## src/rtl/csc_pkg.sv

```systemverilog
package csc_pkg;
   // Access type encoding on the bus side
   typedef enum logic {ACC_DATA = 1'b0, ACC_FETCH = 1'b1} acc_e;

   // Control word flag positions; wait counts, port size and write enable follow
   localparam int unsigned F_PIN_EN   = 0;
   localparam int unsigned F_ACK_EN   = 1;
   localparam int unsigned F_RD_OK    = 2;
   localparam int unsigned F_WR_OK    = 3;
   localparam int unsigned F_DATA_OK  = 4;
   localparam int unsigned F_FETCH_OK = 5;
   localparam int unsigned F_RWS_LO   = 6;

   function automatic int unsigned cfg_width(input int unsigned wsw, input int unsigned psw);
      return F_RWS_LO + 2 * wsw + psw + 1;
   endfunction
endpackage

```

## src/rtl/csc_cfg_bank.sv

```systemverilog
module csc_cfg_bank #(
   parameter int unsigned NREG = 4,
   parameter int unsigned CFGW = 17,
   parameter int unsigned SELW = 2
) (
   input  logic                       clk,
   input  logic                       rst,
   input  logic                       wr,
   input  logic [SELW-1:0]            sel,
   input  logic [CFGW-1:0]            wdata,
   output logic [NREG-1:0][CFGW-1:0]  cfg
);
   for (genvar g = 0; g < NREG; g++) begin : g_word
      always_ff @(posedge clk) begin
         if (rst) begin
            cfg[g] <= '0;
         end else if (wr && (sel == SELW'(g))) begin
            cfg[g] <= wdata;
         end
      end
   end
endmodule

```

## src/rtl/csc_match.sv

```systemverilog
module csc_match
   import csc_pkg::*;
#(
   parameter int unsigned           NREG = 4,
   parameter int unsigned           AW   = 32,
   parameter int unsigned           WSW  = 4,
   parameter int unsigned           PSW  = 2,
   parameter int unsigned           CFGW = 17,
   parameter int unsigned           SELW = 2,
   parameter logic [NREG*AW-1:0]    BASE = '0,
   parameter logic [NREG*AW-1:0]    MASK = '0
) (
   input  logic [AW-1:0]              addr,
   input  logic                       is_read,
   input  logic                       acc,
   input  logic [NREG-1:0][CFGW-1:0]  cfg,
   output logic                       hit,
   output logic [SELW-1:0]            hit_idx,
   output logic                       hit_ack_en,
   output logic [WSW-1:0]             hit_rd_ws,
   output logic [WSW-1:0]             hit_wr_ws,
   output logic [PSW-1:0]             hit_ps,
   output logic                       hit_we
);
   localparam int unsigned WWS_LO = F_RWS_LO + WSW;
   localparam int unsigned PS_LO  = F_RWS_LO + 2 * WSW;
   localparam int unsigned WE_BIT = PS_LO + PSW;

   logic [NREG-1:0] cand;

   for (genvar g = 0; g < NREG; g++) begin : g_region
      logic addr_ok, dir_ok, typ_ok;
      assign addr_ok = ((addr ^ BASE[g*AW +: AW]) & MASK[g*AW +: AW]) == '0;
      assign dir_ok  = is_read ? cfg[g][F_RD_OK] : cfg[g][F_WR_OK];
      assign typ_ok  = (acc == ACC_FETCH) ? cfg[g][F_FETCH_OK] : cfg[g][F_DATA_OK];
      assign cand[g] = cfg[g][F_PIN_EN] & addr_ok & dir_ok & typ_ok;
   end

   // Fixed priority: the lowest-numbered candidate wins
   always_comb begin
      hit_idx = '0;
      for (int i = NREG - 1; i >= 0; i--) begin
         if (cand[i]) hit_idx = SELW'(i);
      end
   end

   assign hit        = |cand;
   assign hit_ack_en = cfg[hit_idx][F_ACK_EN];
   assign hit_rd_ws  = cfg[hit_idx][F_RWS_LO +: WSW];
   assign hit_wr_ws  = cfg[hit_idx][WWS_LO +: WSW];
   assign hit_ps     = cfg[hit_idx][PS_LO +: PSW];
   assign hit_we     = cfg[hit_idx][WE_BIT];
endmodule

```

## src/rtl/csc_seq.sv

```systemverilog
module csc_seq #(
   parameter int unsigned WSW  = 4,
   parameter int unsigned PSW  = 2,
   parameter int unsigned SELW = 2
) (
   input  logic             clk,
   input  logic             rst,
   input  logic             start,
   input  logic             is_read,
   input  logic             hit,
   input  logic [SELW-1:0]  hit_idx,
   input  logic             ack_en,
   input  logic [WSW-1:0]   rd_ws,
   input  logic [WSW-1:0]   wr_ws,
   input  logic [PSW-1:0]   ps,
   input  logic             we_set,
   output logic             busy,
   output logic [SELW-1:0]  sel,
   output logic             ack,
   output logic [PSW-1:0]   ps_o,
   output logic             we_o
);
   logic [WSW-1:0] cnt;
   logic           term;

   always_ff @(posedge clk) begin
      if (rst) begin
         busy <= 1'b0;
         sel  <= '0;
         cnt  <= '0;
         term <= 1'b0;
         ps_o <= '0;
         we_o <= 1'b0;
      end else if (start) begin
         busy <= hit;
         sel  <= hit_idx;
         cnt  <= is_read ? rd_ws : wr_ws;
         term <= hit & ack_en;
         ps_o <= hit ? ps : '0;
         we_o <= hit & ~is_read & we_set;
      end else if (term) begin
         if (cnt == '0) begin
            busy <= 1'b0;
            term <= 1'b0;
            ps_o <= '0;
            we_o <= 1'b0;
         end else begin
            cnt <= cnt - 1'b1;
         end
      end
   end

   assign ack = busy & term & (cnt == '0);

   assert_zero_wait_R7: assert property (@(posedge clk) disable iff (rst)
      (start && hit && ack_en && ((is_read ? rd_ws : wr_ws) == '0)) |=> ack);

   assert_ack_single_R7: assert property (@(posedge clk) disable iff (rst)
      (ack && !start) |=> !ack);
endmodule

```

## src/rtl/chipsel_ctrl.sv

```systemverilog
module chipsel_ctrl
   import csc_pkg::*;
#(
   parameter int unsigned        NREG    = 4,
   parameter int unsigned        AW      = 32,
   parameter int unsigned        WSW     = 4,
   parameter int unsigned        PSW     = 2,
   parameter logic [NREG*AW-1:0] BASE    = {32'h3000_0000, 32'h2000_0000, 32'h1000_0000, 32'h0000_0000},
   parameter logic [NREG*AW-1:0] MASK    = {4{32'hF000_0000}},
   parameter logic [NREG-1:0]    HAS_PIN = '1,
   localparam int unsigned       SELW    = (NREG > 1) ? $clog2(NREG) : 1,
   localparam int unsigned       CFGW    = csc_pkg::cfg_width(WSW, PSW)
) (
   input  logic             clk,
   input  logic             rst,
   input  logic             cyc_start,
   input  logic [AW-1:0]    cyc_addr,
   input  logic             cyc_read,
   input  logic             cyc_acc,
   input  logic             cfg_wr,
   input  logic [SELW-1:0]  cfg_sel,
   input  logic [CFGW-1:0]  cfg_data,
   output logic [NREG-1:0]  cs_n,
   output logic             cyc_ack,
   output logic [PSW-1:0]   act_port_size,
   output logic             act_wr_en
);
   if (NREG < 2)  begin : g_bad_nreg $error("NREG must be at least 2"); end
   if (WSW < 1)   begin : g_bad_wsw  $error("WSW must be at least 1");  end
   if (PSW < 1)   begin : g_bad_psw  $error("PSW must be at least 1");  end
   if (AW < 2)    begin : g_bad_aw   $error("AW must be at least 2");   end

   logic [NREG-1:0][CFGW-1:0] cfg;
   logic                      hit, hit_ack_en, hit_we, busy;
   logic [SELW-1:0]           hit_idx, sel;
   logic [WSW-1:0]            hit_rd_ws, hit_wr_ws;
   logic [PSW-1:0]            hit_ps;

   csc_cfg_bank #(.NREG(NREG), .CFGW(CFGW), .SELW(SELW)) u_bank (
      .clk(clk), .rst(rst), .wr(cfg_wr), .sel(cfg_sel), .wdata(cfg_data), .cfg(cfg)
   );

   csc_match #(
      .NREG(NREG), .AW(AW), .WSW(WSW), .PSW(PSW), .CFGW(CFGW), .SELW(SELW),
      .BASE(BASE), .MASK(MASK)
   ) u_match (
      .addr(cyc_addr), .is_read(cyc_read), .acc(cyc_acc), .cfg(cfg),
      .hit(hit), .hit_idx(hit_idx), .hit_ack_en(hit_ack_en),
      .hit_rd_ws(hit_rd_ws), .hit_wr_ws(hit_wr_ws), .hit_ps(hit_ps), .hit_we(hit_we)
   );

   csc_seq #(.WSW(WSW), .PSW(PSW), .SELW(SELW)) u_seq (
      .clk(clk), .rst(rst), .start(cyc_start), .is_read(cyc_read),
      .hit(hit), .hit_idx(hit_idx), .ack_en(hit_ack_en),
      .rd_ws(hit_rd_ws), .wr_ws(hit_wr_ws), .ps(hit_ps), .we_set(hit_we),
      .busy(busy), .sel(sel), .ack(cyc_ack), .ps_o(act_port_size), .we_o(act_wr_en)
   );

   for (genvar g = 0; g < NREG; g++) begin : g_pin
      if (HAS_PIN[g]) begin : g_drive
         assign cs_n[g] = ~(busy && (sel == SELW'(g)));

         assert_cs_after_start_R8: assert property (@(posedge clk) disable iff (rst)
            $fell(cs_n[g]) |-> $past(cyc_start));
      end else begin : g_none
         assign cs_n[g] = 1'b1;
      end
   end

   assert_one_enable_R6: assert property (@(posedge clk) disable iff (rst)
      $onehot0(~cs_n));

   assert_no_match_quiet_R5: assert property (@(posedge clk) disable iff (rst)
      (cyc_start && !hit) |=> (&cs_n && !cyc_ack && act_port_size == '0 && !act_wr_en));

   assert_no_term_without_enable_R3: assert property (@(posedge clk) disable iff (rst)
      (cyc_start && hit && !hit_ack_en) |=> !cyc_ack);
endmodule

```

## config.mk

```make
export PLATFORM = sky130hd
export DESIGN_NAME = chipsel_ctrl
export DESIGN_NICKNAME = d
export VERILOG_FILES = /design/src/rtl/csc_pkg.sv /design/src/rtl/csc_cfg_bank.sv /design/src/rtl/csc_match.sv /design/src/rtl/csc_seq.sv /design/src/rtl/chipsel_ctrl.sv
export SDC_FILE = /design/constraint.sdc
export NUM_CORES = 1
export LEC_CHECK = 0
export BUFFER_PORTS_ARGS = -buffer_cell sky130_fd_sc_hd__buf_2
export CAP_MARGIN = 0
export CORE_ASPECT_RATIO = 1.25
export CORE_MARGIN = 3
export CORE_UTILIZATION = 56
export DETAILED_ROUTE_END_ITERATION = 12
export PLACE_DENSITY = 0.8
export SYNTH_ARGS = -nofsm -noshare
export SYNTH_HDL_FRONTEND = slang
export SYNTH_HIERARCHICAL = 1
export SYNTH_SLANG_ARGS = --single-unit
```

## constraint.sdc

```tcl
create_clock -name clk -period 1.99 [get_ports clk]
set_clock_uncertainty 0.05 [all_clocks]
set_input_delay 0.0995 -clock clk [delete_from_list [all_inputs] [get_ports clk]]
set_output_delay 0.0995 -clock clk [all_outputs]
set_load 0.02 [all_outputs]
```

# Yosys cells after proc, flatten, opt, wreduce, memory -nomap -nowiden
# Cells that the tools add are included.
# op_classes
addsub,1
n_div,0
n_lt_le_gt_ge,1
mux,29
n_bitwise,25
n_reduce_logical,20
multipliers,0
n_eq_ne,7
n_shift,0
# ops
op,n
zero test 32 bit,4
binary-select mux 17 bit (select 2 bit),1
bitwise AND 1 bit,17
2-to-1 mux 17 bit,1
2-to-1 mux 2 bit,8
2-to-1 mux 4 bit,4
2-to-1 mux 1 bit,15
== test 2 bit (second input constant),4
logical AND 1 bit,8
inverter 1 bit,7
== test 2 x 1 -> 1 bit (second input constant),2
zero test 2 bit,2
zero test 4 bit,1
AND reduction 2 bit,2
nonzero test 2 bit,2
OR reduction 4 bit,1
subtractor 4 x 1 -> 4 bit (second input constant),1
less-than comparator 2 x 3 -> 1 bit (second input constant),1
!= test 2 bit (second input constant),1
inverter 2 bit,1
# totals
memories,0
out_inout_bits,8
latch_bits,0
input_bits,57
reg_bits,79
ram_bits,0
rom_bits,0

# Depth between registers and ports, before layout
# Gate-level depths: netlist of the first run.
# depth
depth_word,13
ltp_mapped,11

# Hierarchy
# Netlist of the first run, hierarchy kept.
# by_module_without_submodules
mod,cells_per_inst,area_each_um2,n_inst,seq_area_each_um2
csc_cfg_bank,244,2720.1,1,1361.3
csc_match,65,589.3,1,0.0
csc_seq,63,554.3,1,220.2
chipsel_ctrl,4,28.8,1,0.0

# Worst setup path after synthesis of the first run
# No wires, ideal clock.
# synth_timing
path_type,in2reg
start,input cyc_addr[31]
end,register u_seq.cnt[0]
stages,10
arrival_ns,1.633
path_slack_ns,0.173
path_cell_list,or3_4 nor4_2 a21oi_1 buf_6 buf_6 mux2i_1 mux2i_1 nor2b_1 a211oi_1 a311oi_1
# synth_via
elab_chain_len,12
# synth_rtl
element,line_no,text
from (decl),chipsel_ctrl.sv:17,"input logic [AW-1:0] cyc_addr,"
zero test 32 bit,csc_match.sv:33,assign addr_ok = ((addr ^ BASE[g*AW +: AW]) & MASK[g*AW +: AW]) == '0;
bitwise AND 1 bit (3 in series),csc_match.sv:36,assign cand[g] = cfg[g][F_PIN_EN] & addr_ok & dir_ok & typ_ok;
2-to-1 mux 2 bit (3 in series),csc_match.sv:43,if (cand[i]) hit_idx = SELW'(i);
2-to-1 mux 2 bit (*),csc_match.sv:43,
binary-select mux 17 bit (select 2 bit) (*),csc_match.sv:50,assign hit_wr_ws = cfg[hit_idx][WWS_LO +: WSW];
2-to-1 mux 17 bit (*),-,
via hit_wr_ws[0],chipsel_ctrl.sv:36,"logic [WSW-1:0] hit_rd_ws, hit_wr_ws;"
2-to-1 mux 4 bit (*),csc_seq.sv:37,cnt <= is_read ? rd_ws : wr_ws;
2-to-1 mux 4 bit (*),csc_seq.sv:34,end else if (start) begin
to (signal assigned),csc_seq.sv:37,
to (signal assigned),csc_seq.sv:48,cnt <= cnt - 1'b1;
to (decl),csc_seq.sv:23,logic [WSW-1:0] cnt;
# Mark *: on every way through the listed nets, which the timed path passes. The rest lies on a longest branch. The select of a mux whose other input is x is not followed.
# A chain may end at the register's enable or synchronous reset.

# Worst setup path in the final report of the first run
# layout_timing
start,register u_bank/cfg[37] (netlist bit)
end,register u_seq.cnt[2]
# layout_via
elab_chain_len,10
# layout_rtl
element,line_no,text
from (decl),csc_cfg_bank.sv:11,output logic [NREG-1:0][CFGW-1:0] cfg
"from (signal, indexed assignment)",csc_cfg_bank.sv:18,cfg[g] <= wdata;
2-to-1 mux 1 bit,csc_match.sv:34,assign dir_ok = is_read ? cfg[g][F_RD_OK] : cfg[g][F_WR_OK];
bitwise AND 1 bit (2 in series),csc_match.sv:36,
2-to-1 mux 2 bit (3 in series),csc_match.sv:43,
binary-select mux 17 bit (select 2 bit),csc_match.sv:50,
2-to-1 mux 17 bit,-,
via hit_wr_ws[2],chipsel_ctrl.sv:36,
2-to-1 mux 4 bit,csc_seq.sv:37,
2-to-1 mux 4 bit,csc_seq.sv:34,
# The timed path passes the listed nets, and every way through them passes these cells. The select of a mux whose other input is x is not followed.

==> results of run 1 <==
[state kept, by name, summed over array words and instances (netlist names)]
name        flops
u_bank/cfg     68
u_seq/cnt       4
u_seq/ps_o      2
u_seq/sel       2
u_seq/busy      1
u_seq/term      1
u_seq/we_o      1
[worst reg2reg max path, delay by kind of cell, from the launching register on]
family,cells,cell delay [ns]
muxes,4,0.71
DFF,1,0.33
AOI/OAI and AO/OA,2,0.33
buffers and inverters,2,0.31
and+or+nand+nor,1,0.09
[layout by cell type (no fill, tap or decap), drive strengths merged, types with 2 or more instances in the layout]
cell	instances
nand3	12
nand3b	4
nor3b	2
nor4b	2
clkinv	5
nand2b	86
dfxtp	79
a21o	2
clkbuf	12
buf	50
mux2i	118
or3b	3
inv	4
nand2	5
a211oi	3
a21oi	8
nor2	4
nor4	2
nor3	2
[layout make-up]
type	instances	area, µm²	share of cell area [%]
Inverter	6	22.52	0.5042
Sequential cell	79	1588	35.55
Clock buffer	11	151.4	3.389
Timing Repair Buffer	51	360.3	8.067
Clock inverter	4	45.04	1.008
Multi-Input combinational cell	264	2191	49.05
Tap cell	87	108.9	2.437
[power by group through the flow]
stage          combinational [mW]  clock, mW  sequential [mW]
2_1_floorplan               0.200          0             1.69
3_3_place_gp                0.272          0             1.70
3_5_place_dp                0.279          0             1.70
4_1_cts                     0.280       1.19             1.66
5_1_grt                     0.316       1.27             1.67
6_report                    0.289       1.17             1.66
[repair_timing]
| item | 4_1_cts | 5_1_grt |
|---|---|---|
| endpoints found under the setup margin | 9 | 9 |
| gates cloned | 0 | 1 |
| hold buffers | 0 | 0 |
| setup buffers | 1 | 1 |
| pin swaps | 1 | 8 |
| gates resized for setup | 2 | 15 |
[metal layers]
layer,vias up,share of wire (%),global-route usage (%)
li1,1366,-,-
met1,1293,46,26.19
met2,44,50,33.23
met3,14,2.7,3.986
met4,0,2.0,7.802
met5,-,0,0
[how the worst min path moves through the flow]
stage                     slack, ns  depth (start not counted)          from        endpoint
after CTS                      0.03                          3   cfg_data[2]  u_bank/cfg[19]
after detailed placement       0.39                          3   cfg_data[2]  u_bank/cfg[19]
after global placement         0.38                          3  cfg_data[14]  u_bank/cfg[14]
after floorplan                0.21                          1           rst    u_seq/cnt[1]
final                          0.04                          3  cfg_data[15]  u_bank/cfg[49]
after global routing           0.05                          3  cfg_data[14]  u_bank/cfg[14]
[metrics by stage]
step                      power [mW]  instances  hold WS (ns)
after floorplan                1.889        376        0.2106
after global placement         1.967        484        0.3785
after detailed placement       1.975        484        0.3906
after CTS                      3.132        500       0.03115
after global routing           3.250        502       0.04874
final                          3.126        502       0.04350
[cell families (layout without fill, tap and decap cells)]
group / count (synthesis) / after routing / share of synthesized area, %
flip-flops: 79 / 79 / 40.63
AND/OR/NAND/NOR: 128 / 128 / 21.09
AO/OA/AOI/OAI: 17 / 17 / 2.861
adder cells (fa/ha/maj): 1 / 1 / 0.3214
multiplexers: 118 / 118 / 30.34
buffers and inverters: 33 / 72 / 4.757
==> metrics, run 1 <==
final WL=7849 µm; Top-Level Pins=65; CTS Root Buffer Type=clkbuf_8; min Tclk post-route=between 1.5 and 2 ns; Mapped Cells=between 300 and 400; Die X-Extent=about 81 µm; Port Buffer Count=36; Arr. time, crit path=roughly 2.1 ns; FF-to-FF setup slack=approximately 0.042 ns; Crit path largest cell delay=0.33 ns; Critical Path End=u_seq/cnt[2]; RD Place Congestion=approximately 0.76; Reg-to-Reg End=u_seq/cnt[2]; Seq/Total Area, Yosys=40.63%; Buf/Inv on CP=2; Power per Cell Area=~700 mW/mm²; clk buf depth=2; post-synth top area share=approximately two fifths; Fillers=~540; number of antenna diodes=0; Detailed Place HPWL=between 5000 and 6000 µm; DP Area=0.004158 mm²; Worst Tran Pin Value=approximately 0.66 ns; CTS tree=built; count of different cell masters after synthesis=38; Final Cycle Share=a little over nine tenths; DR iter-0 viols=143; Tot GR Track Use=about 20%; Reg power frac=53.2%; Die H=approximately 99 µm; switching share of power=22.93%; Main synth FF type=dfxtp_1; Starting Density=between 50% and 60%; delay-heaviest family, CP=multiplexers; DIE AREA=0.007994 mm²; Yosys top cell by area=dfxtp_1; clock sink total=slightly below 80; vias per std cell=roughly 5.4; Routed Antenna Nets=0; cell with the most instances after synthesis=mux2i_1; deepest level of the CTS H-tree=3; Post-Syn Nets=~430; stages on the worst setup path=9; number of global-route vias before repair=around 2700; max_cap viols=0; Crit path top cell by count=mux2i_1; Final nets=469; worst skew pair latency=about 0.34 ns; Hold Path Class=in -> reg; Mapped Area=around 0.0039 mm²; layout cells sized above 1=between 20% and 30%; final setup margin=0.04212 ns; CTS clk-pin slew, worst paths=roughly 0.080 ns; relative slew slack=a little under three fifths; Leak=roughly 2.1 nW; synthesized area per cell=slightly above 10 µm²; fmax=approximately 0.51 GHz; routed len/inst=roughly 16 µm; CP Cell Sequence=mux2i_2 > nor4_4 > a21oi_4 > buf_12 > buf_12 > mux2i_1 > mux2i_1 > mux2i_1 > a211oi_2; first-pass GRT wire length=12620 µm; combinational power share=a little under a tenth; TritonRoute pass-1 iters=4; Residual DRC=0; required time at the worst-slack endpoint=2.16 ns; total negative slack=0 ns; crit path kind=reg -> reg; Crit Path Max Fanout=7; Place WS=-0.1740 ns; Setup crit end kind=flop; P_int=2.409 mW; Sw Pwr=a little over 0.7 mW; Clock power frac=37.6%; final setup violation count=0; max-slew violations=0; Area Growth Syn to Fin=14.75%; asr flop ratio synth=0%; unrepaired setup endpoints after global routing=yes; Core Area=0.006648 mm²; Core Util, Final=between 60% and 70%; Slowest-stage cell, CP=dfxtp_2; largest cells by area after synthesis=dfxtp_1 41%, mux2i_1 30%, nand2b_1 14%; status=finished clean; Ys Warns=6; R2R cell count=9; Site Rows=33; crit path launch type=flop; Via Count=approximately 2700; Synth top cells by count=118 x mux2i_1, 86 x nand2b_1, 79 x dfxtp_1, 12 x nand3_1, 11 x clkbuf_1; antenna violations before repair=0; fin area=0.004467 mm²; FF-to-FF Start=u_bank/cfg[37]; Worst Setup SP=u_bank/cfg[37]; CTS Buf Count=9; EDFF count, synth=0; Worst IR Drop VDD=~450 µV; Yosys reg bits=79; maximum number of pins on one net before global-route repair=59; Fin. Hold Viols=0; GR Overflow Total=0
(Power assumes the default switching activity.)
==> inputs of run 2 (changes only) <==
--- a/config.mk
+++ b/config.mk
@@ -9,9 +9,9 @@
 export CAP_MARGIN = 0
 export CORE_ASPECT_RATIO = 1.25
 export CORE_MARGIN = 3
-export CORE_UTILIZATION = 56
+export CORE_UTILIZATION = 60
 export DETAILED_ROUTE_END_ITERATION = 12
-export PLACE_DENSITY = 0.8
+export PLACE_DENSITY = 0.85
 export SYNTH_ARGS = -nofsm -noshare
 export SYNTH_HDL_FRONTEND = slang
 export SYNTH_HIERARCHICAL = 1
==> constraint.sdc (replaced) <==
create_clock -name clk -period 2.4 [get_ports clk]
set_clock_uncertainty 0.05 [all_clocks]
set_input_delay 0.12 -clock clk [delete_from_list [all_inputs] [get_ports clk]]
set_output_delay 0.12 -clock clk [all_outputs]
set_load 0.02 [all_outputs]
==> metrics, run 2 (synthesized netlist as in run 1, its figures left out) <==
Hold Path Class=in -> reg; status=finished clean; unrepaired setup endpoints after global routing=no; Final nets=465 (-0.85%); final setup violation count=0 (unchanged); Starting Density=62.32% (+3.8 points); Routed Antenna Nets=0 (unchanged); Power per Cell Area=568.5 mW/mm² (-19%); DP Area=0.004123 mm² (-0.84%); total negative slack=0 ns (unchanged); Via Count=2659 (-2.1%); commonest non-fill, non-tap cell in the layout=mux2i_1; max-slew violations=0 (unchanged); crit path launch type=flop; GR Overflow Total=0 (unchanged); CTS Buf Count=9 (unchanged); max reg flops=68 (unchanged); FF-to-FF Start=u_bank/cfg[56]; Detailed Place HPWL=4934 µm (-4.7%); CTS clk-pin slew, worst paths=0.07 ns (about the same); CTS Root Buffer Type=clkbuf_8; Worst Tran Pin Value=0.6523 ns (-0.008367 ns); TritonRoute pass-1 iters=4 (unchanged); Leak=1.999 nW (-3.6%); Core Area=0.006246 mm² (-6.0%); fin area=0.004280 mm² (-4.2%); overall power=2.433 mW (-22%); Biggest register=u_bank/cfg; worst skew pair latency=0.34 ns (about the same); Top-Level Pins=65 (unchanged); Tot GR Track Use=21.03% (+0.76 points); fmax=0.4775 GHz (-7.0%); Fin Hold WS=0.06658 ns (+0.02308 ns); dpl cells=481 (-0.62%); Area Growth Syn to Fin=9.965%; Multi-input gate area=0.002137 mm² (-2.5%); Worst Setup SP=u_bank/cfg[56]; Largest regs=u_bank/cfg (68), u_seq/cnt (4); final WL=7281 µm (-7.2%); Worst IR Drop VDD=447.1 µV (-0.58%); DR iter-0 viols=105 (-27%); layout cells sized above 1=15.82% (-5.1 points); Final Cycle Share=87.26% (-11 points); Fillers=510 (-5.0%); Site Rows=32 (-3.0%); Arr. time, crit path=2.27 ns (+0.15 ns); relative slew slack=56.38% (+0.56 points); routed len/inst=14.68 µm (-6.1%); DIE AREA=0.007496 mm² (-6.2%); number of antenna diodes=0 (unchanged); most frequent cells in the layout=118 x mux2i_1, 86 x nand2b_1, 79 x dfxtp_1, 36 x buf_2, 12 x nand3_1; Residual DRC=0 (unchanged); register area=0.001582 mm² (-0.39%); post-cts sizing count=0 (-2); Setup crit end kind=flop; clock sink total=79 (unchanged); Die H=96.05 µm (-3.2%); required time at the worst-slack endpoint=2.58 ns (+0.42 ns); first-pass GRT wire length=12310 µm (-2.5%); vias per std cell=5.361 (-0.95%); maximum number of pins on one net before global-route repair=71 (+20%); antenna violations before repair=0 (unchanged); Cell Count, Final, Fillers Out=496 (-1.2%); setup bufs post-CTS=0 (-1); crit path kind=reg -> reg; deepest level of the CTS H-tree=3 (unchanged); Die X-Extent=78.04 µm (-3.1%); number of global-route vias before repair=2602 (-3.5%); Port Buffer Count=36 (unchanged); RD Place Congestion=0.7906 (+4.3%); Worst Hold Launch=cfg_data[8]; CTS Hold Bufs=0 (unchanged); Fin. Hold Viols=0 (unchanged); min Tclk post-route=2.094 ns (+0.1465 ns); clk buf depth=2 (unchanged); CTS tree=built; Crit Path Max Fanout=14 (+7); max_cap viols=0 (unchanged)
==> run 2: cell count changes in the layout (fill, tap and decap cells not counted), sizes merged <==
cell,before,now
buf,50,47
clkbuf,12,14
clkinv,5,3
bufinv,1,0
==> run 2: where the power goes <==
group          internal (mW)  switching (mW)
Combinational          0.111           0.115
Clock                  0.399           0.432
Sequential              1.35          0.0226
Total                   1.86           0.570
==> run 2: path summary, 6_finish.rpt <==
check | end | slack (ns) | cells after the start
setup / recovery | u_seq/cnt[3] | 0.31 | 9
hold / removal | u_bank/cfg[42] | 0.07 | 3
setup reg to reg | u_seq/cnt[3] | 0.31 | 9
hold reg to reg | u_bank/cfg[12] | 0.42 | 2
==> run 2: final cells by class <==
type / count / area share [%]
Tap cell: 85 / 2.485
Timing Repair Buffer: 47 / 6.431
Sequential cell: 79 / 36.95
Clock buffer: 14 / 3.566
Clock inverter: 1 / 0.1169
Multi-Input combinational cell: 264 / 49.93
Inverter: 6 / 0.5262
==> run 2: stage by stage <==
step | utilization [%] | setup WS (ns)
after floorplan | - | 0.5626
after global placement | 66.01 | 0.2957
after detailed placement | 66.01 | 0.2718
after CTS | 68.53 | 0.2844
after global routing | 68.53 | 0.1361
final | 68.53 | 0.3057
==> run 2: routing by layer <==
| layer | routed length (µm) | vias to the layer above | track usage, % |
|---|---|---|---|
| met3 | 182 | 11 | 3.090 |
| met5 | 0 | - | 0 |
| li1 | - | 1361 | - |
| met4 | 148 | 0 | 9.767 |
| met1 | 3290 | 1250 | 25.64 |
| met2 | 3660 | 37 | 36.71 |
==> run 2: critical path: stages (launching register included) <==
cell	delay, ns
dfxtp_1	0.32
mux2i_1	0.20
nor3_1	0.13
a21oi_4	0.36
buf_4	0.33
mux2i_1	0.21
mux2i_1	0.09
mux2i_1	0.13
a21o_1	0.13
a21oi_1	0.03
